==> config.mk <==
export PLATFORM = sky130hd
export DESIGN_NAME = task_queue_barrier
export DESIGN_NICKNAME = d
export VERILOG_FILES = /design/src/rtl/tq_pkg.sv /design/src/rtl/tq_first_pick.sv /design/src/rtl/tq_desc_fifo.sv /design/src/rtl/tq_waiter_list.sv /design/src/rtl/task_queue_barrier.sv
export SDC_FILE = /design/constraint.sdc
export NUM_CORES = 1
export LEC_CHECK = 0
export ABC_AREA = 1
export BUFFER_PORTS_ARGS = -buffer_cell sky130_fd_sc_hd__buf_2
export CAP_MARGIN = 20
export CORE_MARGIN = 4
export CORE_UTILIZATION = 58
export CTS_CLUSTER_DIAMETER = 40
export DETAILED_ROUTE_END_ITERATION = 16
export HOLD_SLACK_MARGIN = 0.08
export MAX_ROUTING_LAYER = met4
export PLACE_DENSITY_LB_ADDON = 0.12
export SYNTH_ARGS = -nofsm -noshare
export SYNTH_HDL_FRONTEND = slang
export SYNTH_SLANG_ARGS = --single-unit
export TNS_END_PERCENT = 100
==> constraint.sdc <==
create_clock -name clk -period 3.3 [get_ports clk]
set_input_delay 0.33 -clock clk [delete_from_list [all_inputs] [get_ports clk]]
set_output_delay 0.33 -clock clk [all_outputs]
set_load 0.02 [all_outputs]
==> src/rtl/tq_pkg.sv <==
package tq_pkg;
  typedef enum logic [1:0] {
    TQ_EMPTY = 2'd0,
    TQ_AVAIL = 2'd1,
    TQ_FULL  = 2'd2,
    TQ_DONE  = 2'd3
  } tq_state_e;
endpackage

==> src/rtl/tq_first_pick.sv <==
module tq_first_pick #(
  parameter int W   = 4,
  parameter int IDW = (W > 1) ? $clog2(W) : 1
) (
  input  logic [W-1:0]   req,
  output logic [IDW-1:0] idx,
  output logic           any
);
  always_comb begin
    idx = '0;
    for (int i = W - 1; i >= 0; i--) begin
      if (req[i]) idx = IDW'(i);
    end
  end
  assign any = |req;
endmodule

==> src/rtl/tq_desc_fifo.sv <==
module tq_desc_fifo #(
  parameter int DEPTH  = 8,
  parameter int DESC_W = 16,
  parameter int CNT_W  = 4
) (
  input  logic              clk,
  input  logic              rst_n,
  input  logic              push,
  input  logic [DESC_W-1:0] push_base,
  input  logic [CNT_W-1:0]  push_extra,
  input  logic              take,
  output logic [DESC_W-1:0] head_task,
  output logic              full,
  output logic              empty
);
  localparam int PW = (DEPTH > 1) ? $clog2(DEPTH) : 1;
  localparam int CW = $clog2(DEPTH + 1);

  logic [DESC_W-1:0] base_mem  [DEPTH];
  logic [CNT_W-1:0]  extra_mem [DEPTH];
  logic [PW-1:0]     wr_q, wr_n, rd_q, rd_n;
  logic [CW-1:0]     cnt_q, cnt_n;
  logic [CNT_W-1:0]  off_q, off_n;
  logic              last_of_entry, pop_entry;

  function automatic logic [PW-1:0] step(input logic [PW-1:0] p);
    return (p == PW'(DEPTH - 1)) ? '0 : p + PW'(1);
  endfunction

  assign full          = (cnt_q == CW'(DEPTH));
  assign empty         = (cnt_q == '0);
  assign last_of_entry = (off_q == extra_mem[rd_q]);
  assign pop_entry     = take && last_of_entry;
  assign head_task     = base_mem[rd_q] + DESC_W'(off_q);

  always_comb begin
    wr_n  = push ? step(wr_q) : wr_q;
    rd_n  = pop_entry ? step(rd_q) : rd_q;
    cnt_n = cnt_q + CW'(push) - CW'(pop_entry);
    off_n = off_q;
    if (take) off_n = last_of_entry ? '0 : off_q + CNT_W'(1);
  end

  always_ff @(posedge clk or negedge rst_n) begin
    if (!rst_n) begin
      wr_q  <= '0;
      rd_q  <= '0;
      cnt_q <= '0;
      off_q <= '0;
    end else begin
      wr_q  <= wr_n;
      rd_q  <= rd_n;
      cnt_q <= cnt_n;
      off_q <= off_n;
    end
  end

  always_ff @(posedge clk) begin
    if (push) begin
      base_mem[wr_q]  <= push_base;
      extra_mem[wr_q] <= push_extra;
    end
  end

  p_no_overflow_r3: assert property (@(posedge clk) disable iff (!rst_n)
    cnt_q <= CW'(DEPTH));
  p_push_not_full_r3: assert property (@(posedge clk) disable iff (!rst_n)
    push |-> !full);
  p_take_nonempty_r4: assert property (@(posedge clk) disable iff (!rst_n)
    take |-> !empty);
  p_group_step_r7: assert property (@(posedge clk) disable iff (!rst_n)
    (take && !last_of_entry) |=> (head_task == $past(head_task) + DESC_W'(1)));
endmodule

==> src/rtl/tq_waiter_list.sv <==
module tq_waiter_list #(
  parameter int NCORE = 4,
  parameter int IDW   = (NCORE > 1) ? $clog2(NCORE) : 1,
  parameter int CW    = $clog2(NCORE + 1)
) (
  input  logic             clk,
  input  logic             rst_n,
  input  logic             clear,
  input  logic             push,
  input  logic [IDW-1:0]   push_id,
  input  logic             pop,
  output logic [IDW-1:0]   head_id,
  output logic [CW-1:0]    cnt,
  output logic [NCORE-1:0] parked
);
  logic [IDW-1:0]   id_mem [NCORE];
  logic [IDW-1:0]   wr_q, wr_n, rd_q, rd_n;
  logic [CW-1:0]    cnt_q, cnt_n;
  logic [NCORE-1:0] park_q, park_n;

  function automatic logic [IDW-1:0] step(input logic [IDW-1:0] p);
    return (p == IDW'(NCORE - 1)) ? '0 : p + IDW'(1);
  endfunction

  assign head_id = id_mem[rd_q];
  assign cnt     = cnt_q;
  assign parked  = park_q;

  always_comb begin
    wr_n   = wr_q;
    rd_n   = rd_q;
    cnt_n  = cnt_q;
    park_n = park_q;
    if (clear) begin
      wr_n   = '0;
      rd_n   = '0;
      cnt_n  = '0;
      park_n = '0;
    end else begin
      if (push) begin
        park_n[push_id] = 1'b1;
        wr_n            = step(wr_q);
      end
      if (pop) begin
        park_n[head_id] = 1'b0;
        rd_n            = step(rd_q);
      end
      cnt_n = cnt_q + CW'(push) - CW'(pop);
    end
  end

  always_ff @(posedge clk or negedge rst_n) begin
    if (!rst_n) begin
      wr_q   <= '0;
      rd_q   <= '0;
      cnt_q  <= '0;
      park_q <= '0;
    end else begin
      wr_q   <= wr_n;
      rd_q   <= rd_n;
      cnt_q  <= cnt_n;
      park_q <= park_n;
    end
  end

  always_ff @(posedge clk) begin
    if (push && !clear) id_mem[wr_q] <= push_id;
  end

  p_push_unparked_r6: assert property (@(posedge clk) disable iff (!rst_n)
    push |-> !park_q[push_id]);
  p_line_bound_r8: assert property (@(posedge clk) disable iff (!rst_n)
    cnt_q <= CW'(NCORE));
  p_pop_nonempty_r6: assert property (@(posedge clk) disable iff (!rst_n)
    pop |-> (cnt_q != '0));
  p_count_matches_r8: assert property (@(posedge clk) disable iff (!rst_n)
    $countones(park_q) == int'(cnt_q));
endmodule

==> src/rtl/task_queue_barrier.sv <==
module task_queue_barrier
  import tq_pkg::*;
#(
  parameter int NCORE  = 4,
  parameter int DEPTH  = 8,
  parameter int DESC_W = 16,
  parameter int CNT_W  = 4
) (
  input  logic                    clk,
  input  logic                    rst_n,
  input  logic [NCORE-1:0]        enq_req,
  input  logic [NCORE*DESC_W-1:0] enq_base,
  input  logic [NCORE*CNT_W-1:0]  enq_extra,
  output logic [NCORE-1:0]        enq_ack,
  output logic [NCORE-1:0]        enq_full,
  input  logic [NCORE-1:0]        deq_req,
  output logic [NCORE-1:0]        deq_valid,
  output logic [NCORE*DESC_W-1:0] deq_task,
  output logic [NCORE-1:0]        barrier,
  output logic [1:0]              q_state
);
  localparam int IDW = (NCORE > 1) ? $clog2(NCORE) : 1;
  localparam int WCW = $clog2(NCORE + 1);

  logic [1:0] rsync_q;
  logic       srst_n;

  always_ff @(posedge clk or negedge rst_n) begin
    if (!rst_n) rsync_q <= '0;
    else        rsync_q <= {rsync_q[0], 1'b1};
  end
  assign srst_n = rsync_q[1];

  logic [DESC_W-1:0] base_arr  [NCORE];
  logic [CNT_W-1:0]  extra_arr [NCORE];
  logic [DESC_W-1:0] task_q    [NCORE];

  for (genvar c = 0; c < NCORE; c++) begin : g_lane
    assign base_arr[c]  = enq_base[c*DESC_W +: DESC_W];
    assign extra_arr[c] = enq_extra[c*CNT_W +: CNT_W];
    assign deq_task[c*DESC_W +: DESC_W] = task_q[c];
  end

  logic [IDW-1:0]   enq_idx, reg_idx, head_id;
  logic             enq_any, reg_any;
  logic [WCW-1:0]   wl_cnt;
  logic [NCORE-1:0] parked;
  logic [DESC_W-1:0] head_task;
  logic             fifo_full, fifo_empty;
  logic             done_q, done_n;
  logic             enq_take, enq_refuse, wl_push, serve, finish;
  logic [NCORE-1:0] enq_grant;
  logic [NCORE-1:0] valid_q, valid_n;

  tq_first_pick #(.W(NCORE), .IDW(IDW)) u_enq_pick (
    .req (enq_req),
    .idx (enq_idx),
    .any (enq_any)
  );

  tq_first_pick #(.W(NCORE), .IDW(IDW)) u_reg_pick (
    .req (deq_req & ~parked),
    .idx (reg_idx),
    .any (reg_any)
  );

  tq_desc_fifo #(.DEPTH(DEPTH), .DESC_W(DESC_W), .CNT_W(CNT_W)) u_fifo (
    .clk        (clk),
    .rst_n      (srst_n),
    .push       (enq_take),
    .push_base  (base_arr[enq_idx]),
    .push_extra (extra_arr[enq_idx]),
    .take       (serve),
    .head_task  (head_task),
    .full       (fifo_full),
    .empty      (fifo_empty)
  );

  tq_waiter_list #(.NCORE(NCORE), .IDW(IDW), .CW(WCW)) u_line (
    .clk     (clk),
    .rst_n   (srst_n),
    .clear   (done_q),
    .push    (wl_push),
    .push_id (reg_idx),
    .pop     (serve),
    .head_id (head_id),
    .cnt     (wl_cnt),
    .parked  (parked)
  );

  always_comb begin
    enq_grant  = NCORE'(1) << enq_idx;
    enq_take   = enq_any && !done_q && !fifo_full;
    enq_refuse = enq_any && !done_q && fifo_full;
    wl_push    = reg_any && !done_q;
    serve      = (wl_cnt != '0) && !fifo_empty && !done_q;
    finish     = !done_q && (wl_cnt == WCW'(NCORE)) && fifo_empty && !enq_take;
    done_n     = finish;
    valid_n    = serve ? (NCORE'(1) << head_id) : '0;
  end

  always_ff @(posedge clk or negedge srst_n) begin
    if (!srst_n) begin
      done_q  <= 1'b0;
      valid_q <= '0;
    end else begin
      done_q  <= done_n;
      valid_q <= valid_n;
    end
  end

  for (genvar c = 0; c < NCORE; c++) begin : g_task
    always_ff @(posedge clk or negedge srst_n) begin
      if (!srst_n)                          task_q[c] <= '0;
      else if (serve && head_id == IDW'(c)) task_q[c] <= head_task;
    end
  end

  assign enq_ack   = enq_take   ? enq_grant : '0;
  assign enq_full  = enq_refuse ? enq_grant : '0;
  assign deq_valid = valid_q;
  assign barrier   = {NCORE{done_q}};
  assign q_state   = done_q ? TQ_DONE : fifo_full ? TQ_FULL :
                     fifo_empty ? TQ_EMPTY : TQ_AVAIL;

  p_enq_onehot_r2: assert property (@(posedge clk) disable iff (!srst_n)
    $onehot0(enq_ack | enq_full));
  p_refuse_only_full_r3: assert property (@(posedge clk) disable iff (!srst_n)
    (enq_full != '0) |-> (q_state == TQ_FULL));
  p_deq_onehot_r4: assert property (@(posedge clk) disable iff (!srst_n)
    $onehot0(deq_valid));
  p_empty_no_serve_r5: assert property (@(posedge clk) disable iff (!srst_n)
    (q_state == TQ_EMPTY) |=> (deq_valid == '0));
  p_barrier_all_r8: assert property (@(posedge clk) disable iff (!srst_n)
    (barrier != '0) |-> (&barrier));
  p_barrier_once_r8: assert property (@(posedge clk) disable iff (!srst_n)
    (barrier != '0) |=> (barrier == '0 && q_state == TQ_EMPTY && parked == '0));
  p_done_quiet_r9: assert property (@(posedge clk) disable iff (!srst_n)
    (q_state == TQ_DONE) |-> (enq_ack == '0 && enq_full == '0));
endmodule

After elaboration in Yosys (flattened, before gate mapping)
Memory sizes are Yosys's and may differ from the RTL's.
Cells that the tools add are included.
- register bits after elaboration: 96
- RAM bits: 168
- output and inout port bits: 82
- memories kept: 3
- $add $sub $neg: 10
- $lt $le $gt $ge: 5
- eq/ne operators: 10
- shifts and indexed selects: 2
- multiplexer cells: 42
- bitwise operators: 6
- reduce and logical (&&, ||, !) cells: 28
- memory list (name ; depth ; bits a word ; rd ports ; clocked after Yosys merged registers in ; write ports ; RTL line ; text):
    u_fifo.base_mem ; 8 ; 16 ; 1 ; 0 ; 1 ; tq_desc_fifo.sv:19 ; logic [DESC_W-1:0] base_mem [DEPTH];
    u_fifo.extra_mem ; 8 ; 4 ; 1 ; 0 ; 1 ; tq_desc_fifo.sv:20 ; logic [CNT_W-1:0] extra_mem [DEPTH];
    u_line.id_mem ; 4 ; 2 ; 1 ; 0 ; 1 ; tq_waiter_list.sv:16 ; logic [IDW-1:0] id_mem [NCORE];
- operators with widths (kind ; count):
    4-bit two-way mux ; 10
    16-bit binary-select mux with 2-bit select ; 1
    16-bit two-way mux ; 2
    2-bit two-way mux ; 16
    1-bit logical AND ; 17
    16-bit by 4-bit adder with 16-bit output ; 1
    3-bit == test, second input constant ; 3
    3-bit two-way mux ; 3
    4-bit AND ; 2
    4-bit binary-select mux with 2-bit select ; 1
    2-bit == test, second input constant ; 4
    4-bit inverter ; 2
    4-bit OR reduction ; 2
    1-bit by 2-bit << shifter with 4-bit output, first input constant ; 2
    1-bit two-way mux ; 7
    3-bit by 1-bit adder with 3-bit output, second input constant ; 2
    2-bit by 3-bit < comparator with 1-bit output, second input constant ; 2
    2-bit by 1-bit adder with 2-bit output, second input constant ; 2
    4-bit by 1-bit adder with 4-bit output ; 1
    4-bit by 1-bit adder with 4-bit output, second input constant ; 1
    1-bit demux with 2-bit select ; 2
    4-bit == test ; 1
    4-bit == test, second input constant ; 1
    2-bit by 1-bit greater-or-equal comparator with 1-bit output, second input constant ; 2
    other kinds (12) ; 16

Depth between registers and ports, before layout
Gate-level depths: netlist of run 1.
- depth in word-level cells: 16
- mapped depth: 20
- gate-level depth less buffers: 17

Modules after synthesis
Synthesis of run 1 repeated with hierarchy kept, for this count alone.
- cells, all modules: 1335
- area total of the unflattened synthesis: 12682.2 µm²
- by module, submodules not included (module ; times used ; cells an instance ; area an instance (µm²)):
    tq_desc_fifo ; 1 ; 755 ; 8003.9
    task_queue_barrier ; 1 ; 455 ; 3602.2
    tq_waiter_list ; 1 ; 107 ; 983.4
    tq_first_pick ; 2 ; 9 ; 46.3

Worst setup path after synthesis of run 1
OpenSTA, ideal clock, no wires.
- kind: register to register
- start point: register u_fifo.rd_q[0]
- end point: register task_q, in the netlist deq_task[12]
- library setup time: 0.118 ns
- arrival time: 2.795 ns
- setup slack: 0.388 ns
- stages on the path, launching flop included: 20
- path buffers: 4
- cells stage by stage: dfrtp_1 > buf_6 > buf_4 > buf_2 > buf_2 > nor2_1 > nor2_1 > o21ai_0 > a31oi_1 > ha_1 > inv_1 > fa_1 > nor2_1 > a211oi_1 > nor2_2 > nand2_4 > nor2_2 > nand3_1 > nand3_1 > nand2_1
- word-level cells in the longest chain between the ends: 2
- ends and longest elaborated chain (what ; RTL line ; text):
    start: declaration ; tq_desc_fifo.sv:21 ; logic [PW-1:0] wr_q, wr_n, rd_q, rd_n;
    start signal: assignment ; tq_desc_fifo.sv:52 ; rd_q <= rd_n;
    memory read 8 x 16 bit ; -- ;
    16-bit by 4-bit adder with 16-bit output ; tq_desc_fifo.sv:34 ; assign head_task = base_mem[rd_q] + DESC_W'(off_q);
    end signal: indexed assignment ; task_queue_barrier.sv:115 ; else if (serve && head_id == IDW'(c)) task_q[c] <= head_task;
    end: declaration ; task_queue_barrier.sv:36 ; logic [DESC_W-1:0] task_q [NCORE];
No other way between the ends.
A chain may end at the register's enable or synchronous reset.

Worst setup path after layout of run 1
- start point: register u_fifo.rd_q[1]
- end point: register task_q, in the netlist deq_task[28]
The elaborated chain is that of the path after synthesis.

==> results of run 1 <==
-- power breakdown --
| part | switching, mW | total, mW | internal, mW |
|---|---|---|---|
| registers | 0.515 | 5.34 | 4.83 |
| logic | 4.88 | 7.00 | 2.12 |
| clock network | 1.44 | 3.58 | 2.14 |
-- flip-flops by register name (all words and copies together) (netlist names) --
register,flops
rsync_q,2
u_fifo.wr_q,3
u_fifo.off_q,4
u_line.rd_q,2
u_line.id_mem,8
u_fifo.cnt_q,4
u_fifo.extra_mem,32
u_line.cnt,3
deq_valid,4
u_fifo.base_mem,128
u_line.wr_q,2
deq_task,64
done_q,1
u_fifo.rd_q,3
u_line.parked,4
-- cell families after synthesis --
| kind of cell | Yosys count | share of synthesized area |
|---|---|---|
| AOI/OAI and AO/OA | 126 | 0.0634 |
| xor gates and xnor gates | 14 | 0.0106 |
| adders and majority gates | 25 | 0.0272 |
| buffers and inverters | 214 | 0.0747 |
| DFF | 264 | 0.604 |
| other | 1 | 0.000304 |
| and+or+nand+nor | 635 | 0.220 |
-- worst paths after layout --
check,end,slack (ps)
setup / recovery,deq_task[28]$_DFFE_PN0P_,320
hold / removal,u_line.parked[0]$_DFF_PN0_,130
setup reg to reg,deq_task[28]$_DFFE_PN0P_,320
hold reg to reg,rsync_q[1]$_DFF_PN0_,350
max in group asynchronous,deq_task[37]$_DFFE_PN0P_,2080
min in group asynchronous,rsync_q[1]$_DFF_PN0_,150
-- Yosys cell counts (2+ instances only) --
master	n
ha_1	22
nand3_2	6
o21ai_2	4
a31oi_1	4
o2111ai_1	20
xnor2_1	4
or2_2	2
nor3_2	3
nor2_1	109
o21ai_0	54
dfrtp_1	96
clkbuf_1	19
nand2b_1	2
nand3_1	137
nand2_2	8
edfxtp_1	168
nor2_2	5
a211oi_1	2
buf_2	23
o211ai_1	3
o21ai_1	20
nand2_1	352
o22ai_1	8
xor2_1	9
nor2_4	4
buf_6	8
a21oi_1	7
fa_1	3
inv_1	148
inv_2	7
buf_4	7
a32oi_2	2
nand4_1	4
-- stage by stage --
stage / area, µm² / cells / util / setup slack (ps)
after floorplan: 12300 / 1279 / - / 388
after CTS: 14600 / 1762 / 0.697 / 193
final: 14600 / 1762 / 0.697 / 316
after global placement: 13400 / 1698 / 0.642 / 285
after detailed placement: 13400 / 1698 / 0.642 / 203
after global routing: 14600 / 1762 / 0.697 / 2.85
-- layer usage --
| layer | share of wire | track usage | vias up | routed length (µm) |
|---|---|---|---|---|
| met4 | 0.037 | 0.106 | 0 | 1140 |
| met2 | 0.47 | 0.413 | 381 | 14200 |
| met5 | 0 | - | - | 0 |
| met1 | 0.43 | 0.345 | 4417 | 13000 |
| li1 | - | - | 4583 | - |
| met3 | 0.068 | 0.0453 | 79 | 2050 |
-- cell usage in the layout (no fill, tap or decap), types with 6 or more instances in the layout --
master        n
clkinv_4      6
nand2_1     352
nor2_1      103
o21ai_1      20
buf_4        30
nand3_2       6
inv_2         7
o2111ai_1    20
nor2_2       11
xor2_1        9
nand2_2       8
edfxtp_1    168
clkbuf_16    37
ha_1         22
o22ai_1       8
o21ai_0      54
inv_1       148
buf_2       171
a21oi_1       7
clkinvlp_4    8
nand3_1     137
dfrtp_1      93
-- what timing repair did --
item	CTS	global route
gates resized for setup	0	2
hold buffers	1	0
buffers inserted	0	0
setup endpoints to repair	0	34
endpoints found under the hold margin	2	0
-- layout make-up --
type                    instances  share of cell area
multi-input cells             801               0.272
clock inverters                21              0.0111
repair buffers                203              0.0755
clock buffers                  42              0.0668
inverters                     156              0.0403
well taps                     275              0.0236
flip-flops and latches        264               0.510
-- critical path, stage by stage, from the launching register on --
cell and delay (ps):
dfrtp_2 510, inv_4 240, o21ai_0 140, o22ai_1 140, inv_1 50, o21ai_0 310, inv_1 110, fa_1 440
nor2_1 120, a211oi_1 80, nor2_2 170, nand2_4 100, nor2_2 150, nand3_1 140, nand3_1 120, nand2_1 60
==> flow_summary.yaml, run 1 <==
global_route:
  antenna_found_initial: 0
  grt_pass1_wl_um: 48000
  grt_pass1_vias: 9328
  grt_usage: 0.263
  grt_max_degree: 62
  overflow: 0
worst_hold_path:
  min_delay_path_depth: 3
  hp-class: "in2reg"
  hold_start: "deq_req[0]"
clock_network:
  htreeDepth: 2
  clock_latency_ps: 510
  cts_tree: "done"
  ctsLongestPathBuffers: 3
  clkSinkCount: 264
  clockRootBuffer: "clkbuf_16"
  cts_inserted_buffers: 35
  clk_pin_slew_ps: 60
worst_setup_path:
  cp-start-kind: "flop"
  critPathKind: "reg2reg"
  r2r-start: "u_fifo.rd_q[1]$_DFFE_PN0P_"
  worstPathRequired_ps: 3700
  endpoint_kind: "flop"
  critPathLaunch: "u_fifo.rd_q[1]$_DFFE_PN0P_"
  r2r_cells: 15
  worstPathArrival_ps: 3380
  path_max_fanout: 21
yosys:
  synth.cell_area_um2: 12300
  ys_ff_latch: 264
  synthTopCellsByArea: "edfxtp_1 (41%), dfrtp_1 (19%), nand2_1 (11%)"
  yosysUniqueCellTypes: 42
  syn-num-nets: 1394
  yosysTopAreaCell: "edfxtp_1"
  synth_top_cell_area_share: 0.409
  synth_area_per_cell_um2: 9.63
  synth-seq-area-share: 0.604
  yosysWarnings: 0
  synth-async-reset-ratio: 0.364
  synth_edf_count: 168
  yosys_most_used_dff: "edfxtp_1"
  postSynthCellCount: 1279
cells_and_area:
  num-fill-cells: 1632
  final_nets: 1576
  drive_above_1_share: 0.213
  multiInputGateArea_um2: 3980
  seq_area_um2: 7450
  syn_to_final_growth_pct: 18.5
  antenna_cells: 0
placement:
  dpl.hpwl_um: 20200
  gp_congestion: 0.859
  place.port_buffers: 171
sta:
  rsz0062_at_grt: "false"
  fin_crit_sh: 0.904
  final-hold-violation-count: 0
  fmax_ghz: 0.335
  clock_skew_ps: 13.9
  setup_viol: 0
  period_needed_ps: 2980
  tightest_slew_ps: 924
  final-max-slew-violation-count: 0
  hold_slack_ps: 134
  relSlewSlack: 0.383
  fin_setup_tns_ps: 0
detailed_routing:
  routed_wl_um: 30300
  drc_errors: 0
  firstDrtPassIters: 5
  drt_iter0_markers: 737
  via_per_inst: 5.37
  wl_per_cell_um: 17.2
  via_count: 9460
  ant_nets: 0
power_and_ir_drop:
  peakVddDrop_mv: 0.527
  power.density_nw_per_um2: 1090
  p_leak_nw: 6.82
  power_mw: 15.9
floorplanning:
  die_y_um: 154
  die_x_um: 154
  rows: 53
  core-area_um2: 21000
  die-area_um2: 23600
  top_level_ports: 172
  start_util: 0.588
job:
  max_cap_violations: 0
outcome:
  status: "complete, no violations"
Note: power is estimated with default switching activity, not from simulation.
==> run 2: changes to the inputs <==
Settings changed: CELL_PAD_IN_SITES_DETAIL_PLACEMENT from default to 0, CELL_PAD_IN_SITES_GLOBAL_PLACEMENT from default to 1, CORE_UTILIZATION 58 to 44.
==> run 2 against run 1 <==
Compared with the run above: first-iteration DRC count down 7.6%; via count fell by 2.6%; register-to-register slack got worse by 20 ps; final cell count up 6.4%; worst hold slack lost 17 ps; clock power rose by 18%; highest routed layer unchanged.
==> flow_summary.yaml, run 2 (synthesis gave the netlist of run 1 again) <==
outcome:
  status: "complete, no violations"
power_and_ir_drop:
  p_sw_mw: 6.94
  peakVddDrop_mv: 0.475
  comb_power_share: 0.424
  intPower_mw: 9.66
  p_seq_frac: 0.322
  p_leak_nw: 6.97
  swShare: 0.418
  clkPwrFrac: 0.253
  power.density_nw_per_um2: 1110
job:
  max_cap_violations: 0
cells_and_area:
  final_nets: 1585
  antenna_cells: 0
  top_register: "u_fifo.base_mem"
  num-fill-cells: 2409
  drive_above_1_share: 0.219
  final_common_cell: "nand2_1"
  largest_reg_flops: 128
  final_cell_mix: "nand2_1 (352), buf_2 (171), edfxtp_1 (168)"
  final_core_utilization: 0.551
  syn_to_final_growth_pct: 21.8
sta:
  tightest_slew_ps: 1040
  clock_skew_ps: 20.0
  fin_setup_tns_ps: 0
  final-max-slew-violation-count: 0
  rsz0062_at_grt: "false"
  final-hold-violation-count: 0
  fin_crit_sh: 0.911
  fmax_ghz: 0.333
  relSlewSlack: 0.305
  setup_viol: 0
  period_needed_ps: 3010
  hold_slack_ps: 117
detailed_routing:
  drt_iter0_markers: 681
  wl_per_cell_um: 16.8
  routed_wl_um: 31500
  drc_errors: 0
  ant_nets: 0
  firstDrtPassIters: 5
  via_per_inst: 4.92
  via_count: 9217
worst_setup_path:
  crit_chain: "inv_2 -> nor2_1 -> o22ai_1 -> inv_1 -> o21ai_0 -> inv_1 -> fa_1 -> nor2_1 -> a211oi_1 -> nor2_2 -> nand2_4 -> nor2_2 -> nand3_1 -> nand3_1 -> nand2_1"
  worstPathRequired_ps: 3710
  path_max_fanout: 15
  slowest_stage: "dfrtp_2"
  r2r-start: "u_fifo.rd_q[0]$_DFFE_PN0P_"
  cp-start-kind: "flop"
  worstPathArrival_ps: 3410
  cpLargestDelayFamily: "simple AND/OR/NAND/NOR gates"
  worst-path-buf-inv: 3
  endpoint_kind: "flop"
  critPathKind: "reg2reg"
  critPathMaxStageDelay_ps: 470
  critPathLaunch: "u_fifo.rd_q[0]$_DFFE_PN0P_"
placement:
  dpl.hpwl_um: 21300
  place.port_buffers: 171
  gp_congestion: 0.807
clock_network:
  clock_latency_ps: 530
  clockRootBuffer: "clkbuf_16"
  clk_pin_slew_ps: 60
  ctsLongestPathBuffers: 3
  cts_resized: 0
  cts_hold_buf: 2
  cts_inserted_buffers: 41
  clkSinkCount: 264
  postCtsSetupBuffers: 0
  htreeDepth: 2
  cts_tree: "done"
floorplanning:
  start_util: 0.452
  core-area_um2: 27300
  die_x_um: 175
  die_y_um: 175
  top_level_ports: 172
  rows: 60
  die-area_um2: 30700
global_route:
  grt_max_degree: 64
  grt_pass1_vias: 9174
  grt_pass1_wl_um: 50000
  overflow: 0
  antenna_found_initial: 0
  grt_usage: 0.211
worst_hold_path:
  hp-class: "in2reg"
  hold_start: "deq_req[0]"
==> run 2: final cells by class <==
| class | instances | area [µm²] | share of cell area |
|---|---|---|---|
| sequential | 264 | 7450 | 0.496 |
| multi-input combinational | 801 | 3980 | 0.265 |
| timing repair buffer | 206 | 1150 | 0.0765 |
| clock buffer | 47 | 1070 | 0.0712 |
| inverter | 156 | 588 | 0.0392 |
| tap | 372 | 465 | 0.0310 |
| clock inverter | 29 | 304 | 0.0203 |
==> run 2: power by group through the flow <==
stage,registers (mW),logic [mW],clock network (mW)
4_1_cts,5.35,7.16,4.30
3_5_place_dp,5.40,7.13,0
3_3_place_gp,5.39,7.05,0
6_report,5.35,7.05,4.21
5_1_grt,5.47,7.96,4.45
2_1_floorplan,5.76,4.48,0
==> run 2: path summary, 6_finish.rpt <==
kind,to,slack [ps],depth (start not counted)
min in group asynchronous,u_line.cnt[0]$_DFF_PN0_,430,0
max,deq_task[60]$_DFFE_PN0P_,290,15
max in group asynchronous,deq_task[49]$_DFFE_PN0P_,2060,1
max reg2reg,deq_task[60]$_DFFE_PN0P_,290,15
min,u_line.parked[0]$_DFF_PN0_,120,3
min reg2reg,rsync_q[1]$_DFF_PN0_,360,0
==> run 2: tightest hold or removal path: cells and delay by family <==
family	cells	cell delay [ps]
AO/OA/AOI/OAI	1	80
buffers and inverters	1	90
AND/OR/NAND/NOR	1	110
==> run 2: routing by layer <==
metal / track usage / part of all wire / vias to the layer above
li1: - / - / 4598
met1: 0.292 / 0.46 / 4300
met2: 0.335 / 0.47 / 276
met3: 0.0273 / 0.054 / 43
met4: 0.0520 / 0.018 / 0
met5: - / 0 / -
==> run 2: through the flow <==
step	worst slack (ps)	power, mW	std cells	instance area, µm²
after floorplan	388	10.2	1279	12300
after global placement	317	12.4	1797	13600
after detailed placement	299	12.5	1797	13600
after CTS	277	16.8	1875	15000
after global routing	8.06	17.9	1875	15000
final	293	16.6	1875	15000
